$ cat src/rtl/pport_pkg.sv
package pport_pkg;
  localparam int PORT_W = 8;
  localparam int SEL_W  = $clog2(PORT_W);
  localparam int HALF_W = PORT_W / 2;
  localparam logic [7:0] RESET_WORD = 8'h9B;

  typedef enum logic [1:0] {
    LOC_A    = 2'd0,
    LOC_B    = 2'd1,
    LOC_C    = 2'd2,
    LOC_CTRL = 2'd3
  } loc_e;

  typedef struct packed {
    logic a_in;
    logic b_in;
    logic cu_in;
    logic cl_in;
  } dir_t;
endpackage

$ cat src/rtl/pport_cfg.sv
module pport_cfg
  import pport_pkg::*;
(
  input  logic              clk,
  input  logic              rst,
  input  logic              ctl_we,
  input  logic [7:0]        wdata,
  output logic [7:0]        cfg_word,
  output dir_t              dir,
  output logic              mode_clr,
  output logic [PORT_W-1:0] bit_set,
  output logic [PORT_W-1:0] bit_clr
);
  logic              is_mode;
  logic [PORT_W-1:0] onehot;

  assign is_mode  = wdata[7];
  assign mode_clr = ctl_we & is_mode;

  always_comb begin
    onehot = '0;
    onehot[wdata[SEL_W:1]] = 1'b1;
  end

  assign bit_set = (ctl_we && !is_mode &&  wdata[0]) ? onehot : '0;
  assign bit_clr = (ctl_we && !is_mode && !wdata[0]) ? onehot : '0;

  always_ff @(posedge clk) begin
    if (rst)           cfg_word <= RESET_WORD;
    else if (mode_clr) cfg_word <= wdata;
  end

  assign dir.a_in  = cfg_word[4];
  assign dir.b_in  = cfg_word[1];
  assign dir.cu_in = cfg_word[3];
  assign dir.cl_in = cfg_word[0];
endmodule

$ cat src/rtl/pport_latch.sv
module pport_latch #(
  parameter int W = 8
) (
  input  logic         clk,
  input  logic         rst,
  input  logic         clr_all,
  input  logic         we,
  input  logic [W-1:0] wdata,
  input  logic [W-1:0] set_m,
  input  logic [W-1:0] clr_m,
  output logic [W-1:0] q
);
  always_ff @(posedge clk) begin
    if (rst || clr_all) q <= '0;
    else if (we)        q <= wdata;
    else                q <= (q & ~clr_m) | set_m;
  end
endmodule

$ cat src/rtl/pport_rdmux.sv
module pport_rdmux
  import pport_pkg::*;
(
  input  logic              clk,
  input  logic              rst,
  input  logic              re,
  input  logic [1:0]        addr,
  input  dir_t              dir,
  input  logic [7:0]        cfg_word,
  input  logic [PORT_W-1:0] a_lat,
  input  logic [PORT_W-1:0] b_lat,
  input  logic [PORT_W-1:0] c_lat,
  input  logic [PORT_W-1:0] a_pin,
  input  logic [PORT_W-1:0] b_pin,
  input  logic [PORT_W-1:0] c_pin,
  output logic [PORT_W-1:0] rdata
);
  logic [PORT_W-1:0] sel;
  logic [PORT_W-1:0] c_view;

  assign c_view = { dir.cu_in ? c_pin[PORT_W-1:HALF_W] : c_lat[PORT_W-1:HALF_W],
                    dir.cl_in ? c_pin[HALF_W-1:0]      : c_lat[HALF_W-1:0] };

  always_comb begin
    unique case (loc_e'(addr))
      LOC_A:   sel = dir.a_in ? a_pin : a_lat;
      LOC_B:   sel = dir.b_in ? b_pin : b_lat;
      LOC_C:   sel = c_view;
      default: sel = cfg_word | 8'h80;
    endcase
  end

  always_ff @(posedge clk) begin
    if (rst)     rdata <= '0;
    else if (re) rdata <= sel;
  end
endmodule

$ cat src/rtl/pport_ctrl.sv
module pport_ctrl
  import pport_pkg::*;
(
  input  logic              clk,
  input  logic              rst,
  input  logic              cs,
  input  logic              rd,
  input  logic              wr,
  input  logic [1:0]        addr,
  input  logic [7:0]        wdata,
  output logic [7:0]        rdata,
  input  logic [PORT_W-1:0] pa_in,
  output logic [PORT_W-1:0] pa_out,
  output logic [PORT_W-1:0] pa_oe,
  input  logic [PORT_W-1:0] pb_in,
  output logic [PORT_W-1:0] pb_out,
  output logic [PORT_W-1:0] pb_oe,
  input  logic [PORT_W-1:0] pc_in,
  output logic [PORT_W-1:0] pc_out,
  output logic [PORT_W-1:0] pc_oe
);
  logic              wen, ren;
  logic [7:0]        cfg_word;
  dir_t              dir;
  logic              mode_clr;
  logic [PORT_W-1:0] bit_set, bit_clr;
  logic [2:0]        port_we;
  logic [PORT_W-1:0] lat [3];
  logic [PORT_W-1:0] set_v [3];
  logic [PORT_W-1:0] clr_v [3];

  assign wen = cs & wr;
  assign ren = cs & rd;

  pport_cfg u_cfg (
    .clk(clk), .rst(rst), .ctl_we(wen && addr == LOC_CTRL), .wdata(wdata),
    .cfg_word(cfg_word), .dir(dir), .mode_clr(mode_clr),
    .bit_set(bit_set), .bit_clr(bit_clr)
  );

  for (genvar p = 0; p < 3; p++) begin : g_port
    assign port_we[p] = wen && (addr == 2'(p));
    assign set_v[p]   = (p == 2) ? bit_set : '0;
    assign clr_v[p]   = (p == 2) ? bit_clr : '0;
    pport_latch #(.W(PORT_W)) u_lat (
      .clk(clk), .rst(rst), .clr_all(mode_clr), .we(port_we[p]),
      .wdata(wdata), .set_m(set_v[p]), .clr_m(clr_v[p]), .q(lat[p])
    );
  end

  pport_rdmux u_rd (
    .clk(clk), .rst(rst), .re(ren), .addr(addr), .dir(dir), .cfg_word(cfg_word),
    .a_lat(lat[0]), .b_lat(lat[1]), .c_lat(lat[2]),
    .a_pin(pa_in), .b_pin(pb_in), .c_pin(pc_in), .rdata(rdata)
  );

  assign pa_out = lat[0];
  assign pb_out = lat[1];
  assign pc_out = lat[2];
  assign pa_oe  = {PORT_W{~dir.a_in}};
  assign pb_oe  = {PORT_W{~dir.b_in}};
  assign pc_oe  = {{HALF_W{~dir.cu_in}}, {HALF_W{~dir.cl_in}}};
endmodule

$ cat config.mk
export PLATFORM = sky130hd
export DESIGN_NAME = pport_ctrl
export DESIGN_NICKNAME = d
export VERILOG_FILES = /design/src/rtl/pport_pkg.sv /design/src/rtl/pport_cfg.sv /design/src/rtl/pport_latch.sv /design/src/rtl/pport_rdmux.sv /design/src/rtl/pport_ctrl.sv
export SDC_FILE = /design/constraint.sdc
export NUM_CORES = 1
export LEC_CHECK = 0
export BUFFER_PORTS_ARGS = -buffer_cell sky130_fd_sc_hd__buf_2
export CAP_MARGIN = 20
export CORE_MARGIN = 10
export CORE_UTILIZATION = 52
export CTS_BUF_LIST = sky130_fd_sc_hd__clkbuf_4 sky130_fd_sc_hd__clkbuf_8 sky130_fd_sc_hd__clkbuf_16
export CTS_CLUSTER_DIAMETER = 40
export DETAILED_ROUTE_END_ITERATION = 10
export GPL_TIMING_DRIVEN = 0
export PLACE_DENSITY_LB_ADDON = 0.15
export SYNTH_ARGS = -nofsm -noshare
export SYNTH_HDL_FRONTEND = slang
export SYNTH_SLANG_ARGS = --single-unit
$ cat constraint.sdc
create_clock -name clk -period 2.1 [get_ports clk]
set_input_delay 0.21 -clock clk [delete_from_list [all_inputs] [get_ports clk]]
set_output_delay 0.21 -clock clk [all_outputs]
set_load 0.02 [all_outputs]
======== After elaboration in Yosys (flattened, before gate mapping) ========
Index checks and enable logic that the tools add are counted.
word-level totals
  bits in registers ....................... 39
  bits of input ports ..................... 39
  output and inout bits ................... 56
  word-level logic and storage cells ...... 42
operators by class
  $lt $le $gt $ge ......................... 2
  eq/ne operators ......................... 3
  muxes and demuxes ....................... 10
  bitwise logic cells ..................... 10
  reductions and logical operators ........ 12
operators by type and width
  operator              number
  $mux W8               5
  $pmux W8 S3           1
  $and A8 B8 Y8         1
  $logic_and A1 B1 Y1   8
  $mux W4               2
  $not A8 Y8            1
  $or A8 B8 Y8          1
  $eq A2 B2 Y1 const B  2
  $lt A3 B4 Y1 const B  1
  $not A1 Y1            4
  $and A1 B1 Y1         3
  $demux W1 S3          1
  $ge A3 B1 Y1 const B  1
  $eq A2 B1 Y1 const B  1
  $logic_not A1 Y1      2
  $logic_not A2 Y1      1
  $logic_or A1 B1 Y1    1
  $mux W1               1

======== Logic depth before layout (Yosys ltp) ========
Gate-level depths: netlist (run 1).
  depth after elaboration ................. 9
  mapped depth ............................ 7
  mapped depth without buffers ............ 4

======== Cells and area by module ========
A second synthesis (run 1) with hierarchy kept.
unflattened totals
  cells, all modules ...................... 280
  area total of the unflattened synthesis .. 2498.6 um^2
modules (own cells, without submodules)
  module       instances  cells an instance  area an instance (um^2)  seq. area each (um^2)
  pport_latch  3          34                 365.4                    160.2
  pport_rdmux  1          90                 715.7                    160.2
  pport_cfg    1          58                 467.9                    160.2
  pport_ctrl   1          30                 219.0                    0.0

======== Least setup slack after synthesis (run 1) ========
OpenSTA, ideal clock, no wires.
  path kind ............................... input to register
  start point ............................. in wdata[1]
  end point ............................... reg g_port[2].u_lat.q[7]
  library setup time ...................... 0.086 ns
  arrival ................................. 1.322 ns
  data required time ...................... 2.014 ns
  path slack .............................. 0.693 ns
  cell stages on the path ................. 5
  path buffers ............................ 1
  path through ............................ buf_2 -> inv_1 -> or4_1 -> mux2i_1 -> a211oi_1
on the way
  longest elaborated chain between the ends .. 9
  elaborated cells between the ends (all ways) .. 11
  classes of those cells .................. order compare (2); mux (5); bitwise (3); reduce/logical (1)
RTL lines
  item                                                                line               RTL
  from (decl)                                                         pport_ctrl.sv:10   input logic [7:0] wdata,
  $lt A3 B4 Y1 (not written as such) or $ge A3 B1 Y1 (tied branches)  pport_cfg.sv:22    onehot[wdata[SEL_W:1]] = 1'b1;
  $logic_and A1 B1 Y1 (not written as such)                           pport_cfg.sv:22
  $mux W1 (not written as such)                                       pport_cfg.sv:22
  $demux W1 S3 *                                                      n/a
  $mux W8                                                             pport_cfg.sv:26    assign bit_clr = (ctl_we && !is_mode && !wdata[0]) ? onehot : '0;
  $not A8 Y8                                                          pport_latch.sv:16  else q <= (q & ~clr_m) | set_m;
  $and A8 B8 Y8                                                       pport_latch.sv:16
  $or A8 B8 Y8 *                                                      pport_latch.sv:16
  $mux W8 *                                                           pport_latch.sv:15  else if (we) q <= wdata;
  to (signal assigned)                                                pport_latch.sv:15
  to (signal assigned)                                                pport_latch.sv:16
  to (decl)                                                           pport_latch.sv:11  output logic [W-1:0] q
Mark *: on every way between the ends. The rest lies on a longest branch, timed or not.
A chain may end at the register's enable or synchronous reset.

======== Worst setup path in the final report (run 1) ========
  start point ............................. reg u_cfg.cfg_word[1]
  end point ............................... out pb_oe[6]
on the way
  longest elaborated chain between the ends .. 1
RTL lines
  item                    line              RTL
  from (decl)             pport_cfg.sv:8    output logic [7:0] cfg_word,
  from (signal assigned)  pport_cfg.sv:30   else if (mode_clr) cfg_word <= wdata;
  $not A1 Y1              pport_ctrl.sv:61  assign pb_oe = {PORT_W{~dir.b_in}};
  to (decl)               pport_ctrl.sv:17  output logic [PORT_W-1:0] pb_oe,
No other way between the ends.

==> impl_metrics.ini, run 1 <==
[run_status]
outcome = finished, final reports clean

[timing]
final-setup-viol-count = 0
skew_ps = 12.42
clock.fmax_ghz = 0.6194
rsz0062_at_grt = false
setup_tns_ps = 0
worst_slew_pin_slew_ps = 652.8
fin_crit_ps = 1614
whs_ps = 186.0
maxSlewHeadroom_pct = 56.32
hold_viol = 0
period_share_pct = 76.87
slew_violations = 0
fin_ws_ps = 485.6

[detailed_routing]
wl_um = 7495
wl_met3_um = 786
drtIter0Drc = 197
vias_per_cell = 5.585
num_vias = 2368
remaining_drc_errors = 0
top_layer = met4
met2_length_um = 3378
routedWlPerCell_um = 17.68
wl_met1_um = 3128
postRouteAntennaNets = 0
drt-pass1-iter-count = 5

[critical_path]
path_buf_inv = 4
startpoint = u_cfg.cfg_word[1]
worstPathCellList = buf_2 -> inv_1 -> buf_4 -> buf_2
worst-setup-path-type = flip-flop to output pin
cp_max_fo = 10
critical_path.top_delay_family = buffers and inverters
slowest_delay_ps = 340
end_kind = output pin
slowest_stage = dfxtp_1
crit_path_frequent_cell = buf_2
start_kind = flip-flop
regToRegStartpoint = u_cfg.cfg_word[1]
crit_required_ps = 1890
cp_data_arrival_time_ps = 1400

[grt]
grt_overflow = 0
antenna_found_initial = 0
grt_usage_pct = 19.30
grt_pass1_wl_um = 11510
first_global_vias = 2307
grt_max_degree = 13

[yosys]
synth_top_area_share_pct = 34.84
synth_common_cells = nand2_1, dfxtp_1, mux2i_1, a21oi_1, buf_4
synth.area.top_cells = dfxtp_1, mux2i_1, nand2_1, buf_4, a21oi_1
synth_flop_cell = dfxtp_1
yosys.area.top_type = dfxtp_1
syn_area_um2 = 2241
synth_cell_types = 39
ys_ff_latch = 39
synthesis.instances = 275
synth_edf_count = 0
synth_most_common_cell = nand2_1
ys_seq_area_share_pct = 34.84
yosysWarnings = 0
async_flop_share_pct = 0
syn-num-nets = 314
syn_area_per_cell_um2 = 8.149

[floorplanning]
die_area_um2 = 7335
rows = 23
pin_count = 95
core_um2 = 4086
dieWidth_um = 85.65
initial_core_util_pct = 54.84
die_y_um = 85.65

[final_layout]
fin_nets = 412
final_cell_count_no_fill = 424
syn2layout_area_growth_pct = 27.08
n_antenna_cell = 0
drive_gt1_share_pct = 37.70
finalInstanceArea_um2 = 2848

[pwr]
p_leak_nw = 1.530
combPwrFrac_pct = 19.1
p_per_area_nw_per_um2 = 561.5
p_int_w = 0.001127
switchingPower_w = 0.0004717
switching_share_pct = 29.50
p_seq_share_pct = 48.7
vdd_ir_drop_max_v = 0.0004138
p_clk_share_pct = 32.2

[clocking]
post-cts-setup-buffers = 0
cts_hold_buffers = 0
h-tree-depth = 2
cts_resized = 0
cts.sinks = 39
cts.clk_slew.worst_paths_ps = 80
root_buffer = clkbuf_8
clkLatencyLatePin_ps = 300
cts_tree = yes
cts_buffer_depth = 2
numCtsBuffers = 5

[min_path]
min_from = wdata[2]
holdCritPathClass = primary input to flip-flop

[place]
placed_area_um2 = 2759
hpwl_um = 5773
numPortBuffers = 91
pre_cts_slack_ps = 448.9
gp_congestion = 0.9580
dp_cells = 416

[job]
cap_violations = 0
-- kinds of logic after synthesis --
group / count (synthesis) / synth area share (%)
compound gates: 59 / 16.53
buf+inv: 51 / 13.62
flops: 39 / 34.84
mux: 32 / 14.85
simple gates: 94 / 20.16
-- path summary, 6_finish.rpt --
path	endpoint	slack (ps)	depth (start not counted)
worst max-delay path	pb_oe[6]	490	4
worst min register to register	u_rd.rdata[1]	460	2
worst min-delay path	g_port[1].u_lat.q[2]	190	3
worst max register to register	u_rd.rdata[1]	600	5
-- cell usage in the layout (no fill, tap or decap), types with 2 or more instances in the layout --
master and n:
a211o_1 3, a211oi_1 11, a21oi_1 25, a311o_1 4, a31oi_1 2, and2_1 2, buf_1 2, buf_2 101
buf_4 21, buf_6 3, clkbuf_1 7, clkbuf_8 5, dfxtp_1 39, inv_1 8, mux2i_1 31, nand2_1 43
nand2b_1 2, nand3_1 2, nand4_1 2, nor2_1 19, nor2b_1 3, nor3_1 5, nor4_1 2, o21ai_0 8
o22ai_1 3, or2_2 3, or3b_2 2
-- routing by layer --
metal  GRT usage [%]  up-vias
li1                -     1133
met1           23.63     1084
met2           30.52      132
met3           6.433       19
met4           7.335        0
met5               0        -
-- per-stage QoR --
stage / utilization [%] / total power (W)
floorplan: - / 0.0009771
global placement: 67.51 / 0.001091
detailed placement: 67.51 / 0.001097
CTS: 69.69 / 0.001588
global route: 69.69 / 0.001661
finish: 69.69 / 0.001599
-- power by group through the flow --
stage | registers (W) | clock network (W) | logic (W)
detailed placement | 0.000795 | 0 | 0.000302
CTS | 0.000778 | 0.000507 | 0.000303
floorplan | 0.000819 | 0 | 0.000158
global route | 0.000781 | 0.000550 | 0.000330
finish | 0.000778 | 0.000515 | 0.000306
global placement | 0.000794 | 0 | 0.000297
-- area by class of cell --
type	count	area [µm²]
tap	50	62.56
timing repair buffer	91	455.4
inverter	8	30.03
sequential	39	780.7
multi-input combinational	185	1155
clock buffer	6	76.32
fill	364	1239
clock inverter	2	12.51
buffer	43	275.3
-- worst min-delay path, stage by stage --
cell	delay, ps
buf_6	120
nand2_1	60
a21oi_1	50
-- registers in the layout (all words and copies together) (netlist names) --
signal          cells
g_port.u_lat.q     24
u_rd.rdata          8
u_cfg.cfg_word      7
Power figures use the tool's default switching activity.
==> run 2, diff against run 1 <==
ABC_AREA = 1   (was default)
CORE_UTILIZATION = 44   (was 52)
clock period = 1.48 ns   (was 2.1 ns; I/O delays follow)
==> run 2 against run 1 <==
Net effect:
- non-clock buffer count down 9
- critical path type unchanged
- critical endpoint is now pa_oe[5]
- combinational power up 51%
- power up 53%
- synthesized cell count up 34%
- clock power up 71%
- setup slack worse by 430 ps
- clock-buffer cell count down 1
- cell count up 28%
==> impl_metrics.ini, run 2 <==
[run_status]
outcome = finished, final reports clean

[grt]
grt_pass1_wl_um = 12490
grt_usage_pct = 17.84
antenna_found_initial = 0
grt_overflow = 0
first_global_vias = 2542
grt_max_degree = 16

[critical_path]
cp_max_fo = 11
critical_path.top_delay_family = buffers and inverters
crit_required_ps = 1330
worst-setup-path-type = flip-flop to output pin
path_buf_inv = 4
cp_data_arrival_time_ps = 1280
slowest_delay_ps = 380
start_kind = flip-flop
worstPathCellList = buf_6 -> clkinvlp_4 -> buf_4 -> buf_2
end_kind = output pin
slowest_stage = dfxtp_2

[yosys]
synth.area.top_cells = dfxtp_1, nand2_1, buf_4, inv_1, nand3_1
async_flop_share_pct = 0
yosys.area.top_type = dfxtp_1
synth_cell_types = 26
synthesis.instances = 369
synth_top_area_share_pct = 33.23
synth_most_common_cell = nand2_1
syn-num-nets = 408
synth_flop_cell = dfxtp_1
syn_area_per_cell_um2 = 6.368
synth_common_cells = nand2_1, inv_1, dfxtp_1, nor2_1, nand3_1
ys_seq_area_share_pct = 33.23
yosysWarnings = 0
synth_edf_count = 0
ys_ff_latch = 39
syn_area_um2 = 2350

[timing]
maxSlewHeadroom_pct = 71.08
period_share_pct = 96.32
slew_violations = 0
hold_viol = 0
skew_ps = 6.350
setup_tns_ps = 0
worst_slew_pin_slew_ps = 433.8
clock.fmax_ghz = 0.7015
final-setup-viol-count = 0
fin_crit_ps = 1426
rsz0062_at_grt = false

[clocking]
cts_buffer_depth = 2
clkLatencyLatePin_ps = 290
numCtsBuffers = 5
h-tree-depth = 2
cts.clk_slew.worst_paths_ps = 80
cts_tree = yes
cts_hold_buffers = 0
cts.sinks = 39
root_buffer = clkbuf_8

[floorplanning]
core_um2 = 5140
die_y_um = 93.08
dieWidth_um = 93.08
initial_core_util_pct = 45.72
rows = 26
pin_count = 95
die_area_um2 = 8663

[pwr]
p_per_area_nw_per_um2 = 808.3
switchingPower_w = 0.0007082
p_int_w = 0.001744
vdd_ir_drop_max_v = 0.0006428
combPwrFrac_pct = 18.8
switching_share_pct = 28.88
p_seq_share_pct = 45.2
p_leak_nw = 1.700
p_clk_share_pct = 36.0

[detailed_routing]
routedWlPerCell_um = 14.45
drtIter0Drc = 153
num_vias = 2593
drt-pass1-iter-count = 4
remaining_drc_errors = 0
vias_per_cell = 4.793
postRouteAntennaNets = 0
wl_um = 7818

[final_layout]
finalInstanceArea_um2 = 3034
fillerInstances = 548
final_common_cell = nand2_1
largest_reg_flops = 24
n_antenna_cell = 0
syn2layout_area_growth_pct = 29.13
regArea_um2 = 782.0
drive_gt1_share_pct = 32.48
final_cell_mix = nand2_1, buf_2, inv_1, dfxtp_1, nor2_1
largest_register = g_port.u_lat.q
multi_input_area_um2 = 1176
fin_nets = 510
reg_top3 = g_port.u_lat.q: 24 flops, u_rd.rdata: 8 flops, u_cfg.cfg_word: 7 flops

[place]
placed_area_um2 = 2908
gp_congestion = 0.8794
hpwl_um = 6283
numPortBuffers = 94

[min_path]
holdCritPathClass = primary input to flip-flop

[job]
cap_violations = 0
[run 2: cell types whose count changed in the layout (fill, tap and decap cells not counted), moves of 4 or more]
cell	change
buf_2	-4
mux2i_1	-31
a211oi_1	-11
nand3_1	+27
nor2_1	+14
o211ai_1	+8
nand2_1	+55
inv_1	+34
a21oi_1	-4
o21ai_1	+14
or2_2	+4
a311o_1	-4
o21ai_0	+13
clkbuf_1	-5
[run 2: final timing paths]
kind | start | endpoint | slack [ps] | depth (start not counted)
hold reg to reg | u_cfg.cfg_word[6] | u_cfg.cfg_word[6] | 460 | 2
setup reg to reg | u_cfg.cfg_word[4] | u_rd.rdata[3] | 190 | 6
setup / recovery | u_cfg.cfg_word[4] | pa_oe[5] | 50 | 4
hold / removal | wdata[6] | g_port[0].u_lat.q[6] | 150 | 3
[run 2: worst reg2reg max path: cells and delay by family (launching register included)]
family	cells	cell delay [ps]
DFF	1	380
buffers and inverters	2	310
AOI/OAI and AO/OA	1	250
and+or+nand+nor	3	250
[run 2: cell type report]
type	count	share of cell area, %
Buffer	31	7.216
Clock buffer	5	2.268
Clock inverter	2	1.237
Inverter	47	6.103
Tap cell	70	2.887
Multi-Input combinational cell	252	38.76
Sequential cell	39	25.77
Timing Repair inverter	1	0.2474
Timing Repair Buffer	94	15.51
[run 2: layer usage]
layer	global-route usage [%]	share of wire [%]
met1	20.75	41
met2	30.67	50
met3	5.596	8.2
met4	5.141	0.70
met5	0	0
[run 2: what timing repair did]
item                                    4_1_cts  5_1_grt
endpoints found under the setup margin        7        2
buffers inserted                              0        0
gates cloned                                  1        0
gates resized for setup                       5        2
[run 2: logic make-up (layout without fill, tap and decap cells)]
logic type | Yosys count | in the layout | synth area share [%]
buffers and inverters | 78 | 180 | 16.72
flip-flops | 39 | 39 | 33.23
AO/OA/AOI/OAI | 65 | 65 | 14.86
AND/OR/NAND/NOR | 187 | 187 | 35.20
[run 2: power by group through the flow]
| stage | logic, W | clock network [W] | registers (W) |
|---|---|---|---|
| final | 0.000462 | 0.000882 | 0.00111 |
| after CTS | 0.000463 | 0.000898 | 0.00111 |
| after detailed placement | 0.000458 | 0 | 0.00113 |
| after global placement | 0.000456 | 0 | 0.00113 |
| after floorplan | 0.000241 | 0 | 0.00117 |
| after global routing | 0.000513 | 0.000945 | 0.00111 |
[run 2: metrics by stage]
step | worst slack (ps) | std cells | power [W] | utilization [%] | hold WS [ps]
CTS | 55.59 | 541 | 0.002469 | 59.01 | 146.0
global route | 6.025 | 541 | 0.002571 | 59.03 | 154.1
global placement | 51.15 | 533 | 0.001587 | 56.57 | 445.1
finish | 54.47 | 541 | 0.002452 | 59.03 | 150.1
detailed placement | 28.16 | 533 | 0.001590 | 56.57 | 446.3
floorplan | 233.4 | 369 | 0.001410 | - | 278.4
==> run 3, diff against run 2 <==
CORE_UTILIZATION = 47   (was 44)
SYNTH_HIERARCHICAL = 1   (was default)
==> run 3 against run 2 <==
Net effect:
- critical path depth is the same
- hold slack gained 29 ps
- power grew 18%
- fmax grew 2.9%
- clock-buffer cell count is the same
- wire length grew 7.9%
- largest cell class unchanged
- highest routed layer unchanged
==> impl_metrics.ini, run 3 <==
[run_status]
outcome = finished, final reports clean

[timing]
slew_violations = 0
hold_viol = 0
skew_ps = 5.283
clock.fmax_ghz = 0.7217
whs_ps = 179.2
rsz0062_at_grt = false
fin_crit_ps = 1386
final-setup-viol-count = 0
period_share_pct = 93.62

[final_layout]
multi_input_area_um2 = 1556
final_cell_count_no_fill = 764
drive_gt1_share_pct = 27.07
final_common_cell = nand2_1
largest_reg_flops = 24
n_antenna_cell = 0
syn2layout_area_growth_pct = 28.04
largest_register = g_port.u_lat/q
fillerInstances = 688
utilization_pct = 61.26
reg_top3 = g_port.u_lat/q: 24 flops, u_rd/rdata: 8 flops, u_cfg/cfg_word: 7 flops
fin_nets = 725
regArea_um2 = 782.0
final_cell_mix = nand2_1, nor2_1, inv_1, buf_2

[place]
gp_congestion = 0.8730
numPortBuffers = 94
hpwl_um = 6799
dp_cells = 754

[detailed_routing]
routedWlPerCell_um = 11.04
num_vias = 3253
drt-pass1-iter-count = 4
postRouteAntennaNets = 0
drtIter0Drc = 137
remaining_drc_errors = 0
wl_um = 8437
vias_per_cell = 4.258

[critical_path]
cp-endpoint = pb_oe[1]
regToRegStartpoint = u_cfg/cfg_word[1]
cp_data_arrival_time_ps = 1240
worst-setup-path-type = flip-flop to output pin
crit_path_frequent_cell = buf_4
critical_path.top_delay_family = buffers and inverters
cp.depth = 4
cp_max_fo = 8
rrSetupSlack_ps = 120
startpoint = u_cfg/cfg_word[1]
r2r_cells = 7
start_kind = flip-flop
end_kind = output pin
r2r_end = u_rd/rdata[7]
slowest_stage = dfxtp_2
crit_required_ps = 1330
slowest_delay_ps = 340
path_buf_inv = 4
worstPathCellList = buf_4 -> inv_1 -> buf_4 -> buf_2

[floorplanning]
die_y_um = 100.2
pin_count = 95
rows = 29
core_um2 = 6314
die_area_um2 = 10030
initial_core_util_pct = 47.84
dieWidth_um = 100.2

[pwr]
p_leak_nw = 2.408
switchingPower_w = 0.0008678
p_per_area_nw_per_um2 = 746.0
switching_share_pct = 30.08
p_seq_share_pct = 39.8
vdd_ir_drop_max_v = 0.0004106
p_int_w = 0.002017
p_clk_share_pct = 37.5
combPwrFrac_pct = 22.7

[clocking]
root_buffer = clkbuf_8
numCtsBuffers = 5
cts_hold_buffers = 0
cts.clk_slew.worst_paths_ps = 80
cts_buffer_depth = 2
cts.sinks = 39
h-tree-depth = 2
clkLatencyLatePin_ps = 300
cts_tree = yes

[min_path]
min_from = wdata[6]
holdCritPathClass = primary input to flip-flop

[yosys]
syn_area_um2 = 3020
syn_area_per_cell_um2 = 5.472
synthesis.instances = 552
yosysWarnings = 6

[grt]
grt_pass1_wl_um = 14000
grtUsageMet1_pct = 19.95
grt_use_met3_pct = 5.288
grt_overflow = 0
first_global_vias = 3127
grt_max_degree = 14
antenna_found_initial = 0
grt-busiest-layer = met2
grt_use_met2_pct = 28.09
grt_usage_pct = 16.73

[job]
cap_violations = 0
## run 3: cell types whose count changed in the layout (fill, tap and decap cells not counted), moves of 10 or more
| cell | before | now |
|---|---|---|
| a21oi_1 | 21 | 5 |
| conb_1 | 0 | 32 |
| inv_1 | 42 | 112 |
| inv_2 | 3 | 24 |
| nand2_1 | 98 | 155 |
| nor2_1 | 33 | 113 |
| o21ai_0 | 21 | 0 |
| o21ai_1 | 14 | 4 |
## run 3: repair_timing
action / CTS / global route
gates resized for setup: 0 / 8
setup buffers: 0 / 2
endpoints found under the setup margin: 0 / 9
## run 3: metrics by stage
stage               TNS [ps]  instance area [µm²]  total power, W  setup slack (ps)
CTS                        0                 3840        0.002905             14.21
global route               0                 3867        0.003032            0.8441
detailed placement    -83.11                 3704        0.001822            -26.21
finish                     0                 3867        0.002885             94.39
global placement      -24.90                 3704        0.001815            -24.90
floorplan                  0                 3137        0.001593             217.3
## run 3: layer usage
layer | share of wire (%) | wire [µm]
met1 | 45 | 3758
met2 | 46 | 3873
met3 | 8.4 | 708
met4 | 1.1 | 96
met5 | 0 | 0
## run 3: how the worst min path moves through the flow
stage,to,cells past startpoint
after floorplan,u_cfg/cfg_word[5],2
after global placement,u_rd/rdata[2],2
after detailed placement,u_rd/rdata[1],2
after CTS,u_cfg/cfg_word[6],3
after global routing,u_cfg/cfg_word[5],3
final,u_cfg/cfg_word[6],3
## run 3: power groups by stage
stage | Combinational, W | Clock (W) | Sequential [W]
6_report | 0.000655 | 0.00108 | 0.00115
5_1_grt | 0.000740 | 0.00114 | 0.00116
4_1_cts | 0.000654 | 0.00110 | 0.00115
3_5_place_dp | 0.000649 | 0 | 0.00117
3_3_place_gp | 0.000642 | 0 | 0.00117
2_1_floorplan | 0.000360 | 0 | 0.00123
## run 3: worst reg2reg max path: stages (launching register included)
cell and delay (ps):
dfxtp_2 340, buf_4 140, buf_6 130, or2_2 280
o211ai_1 100, nand2_1 90, nor2_2 120, nor3_2 40
## run 3: cell type report
cell class / instances / area share [%]
plain buffers: 34 / 6.923
clock buffers: 5 / 1.779
clock inverters: 3 / 1.747
inverters: 140 / 14.04
multi-input cells: 370 / 40.25
flip-flops and latches: 39 / 20.22
well taps: 77 / 2.491
repair buffers: 96 / 12.55
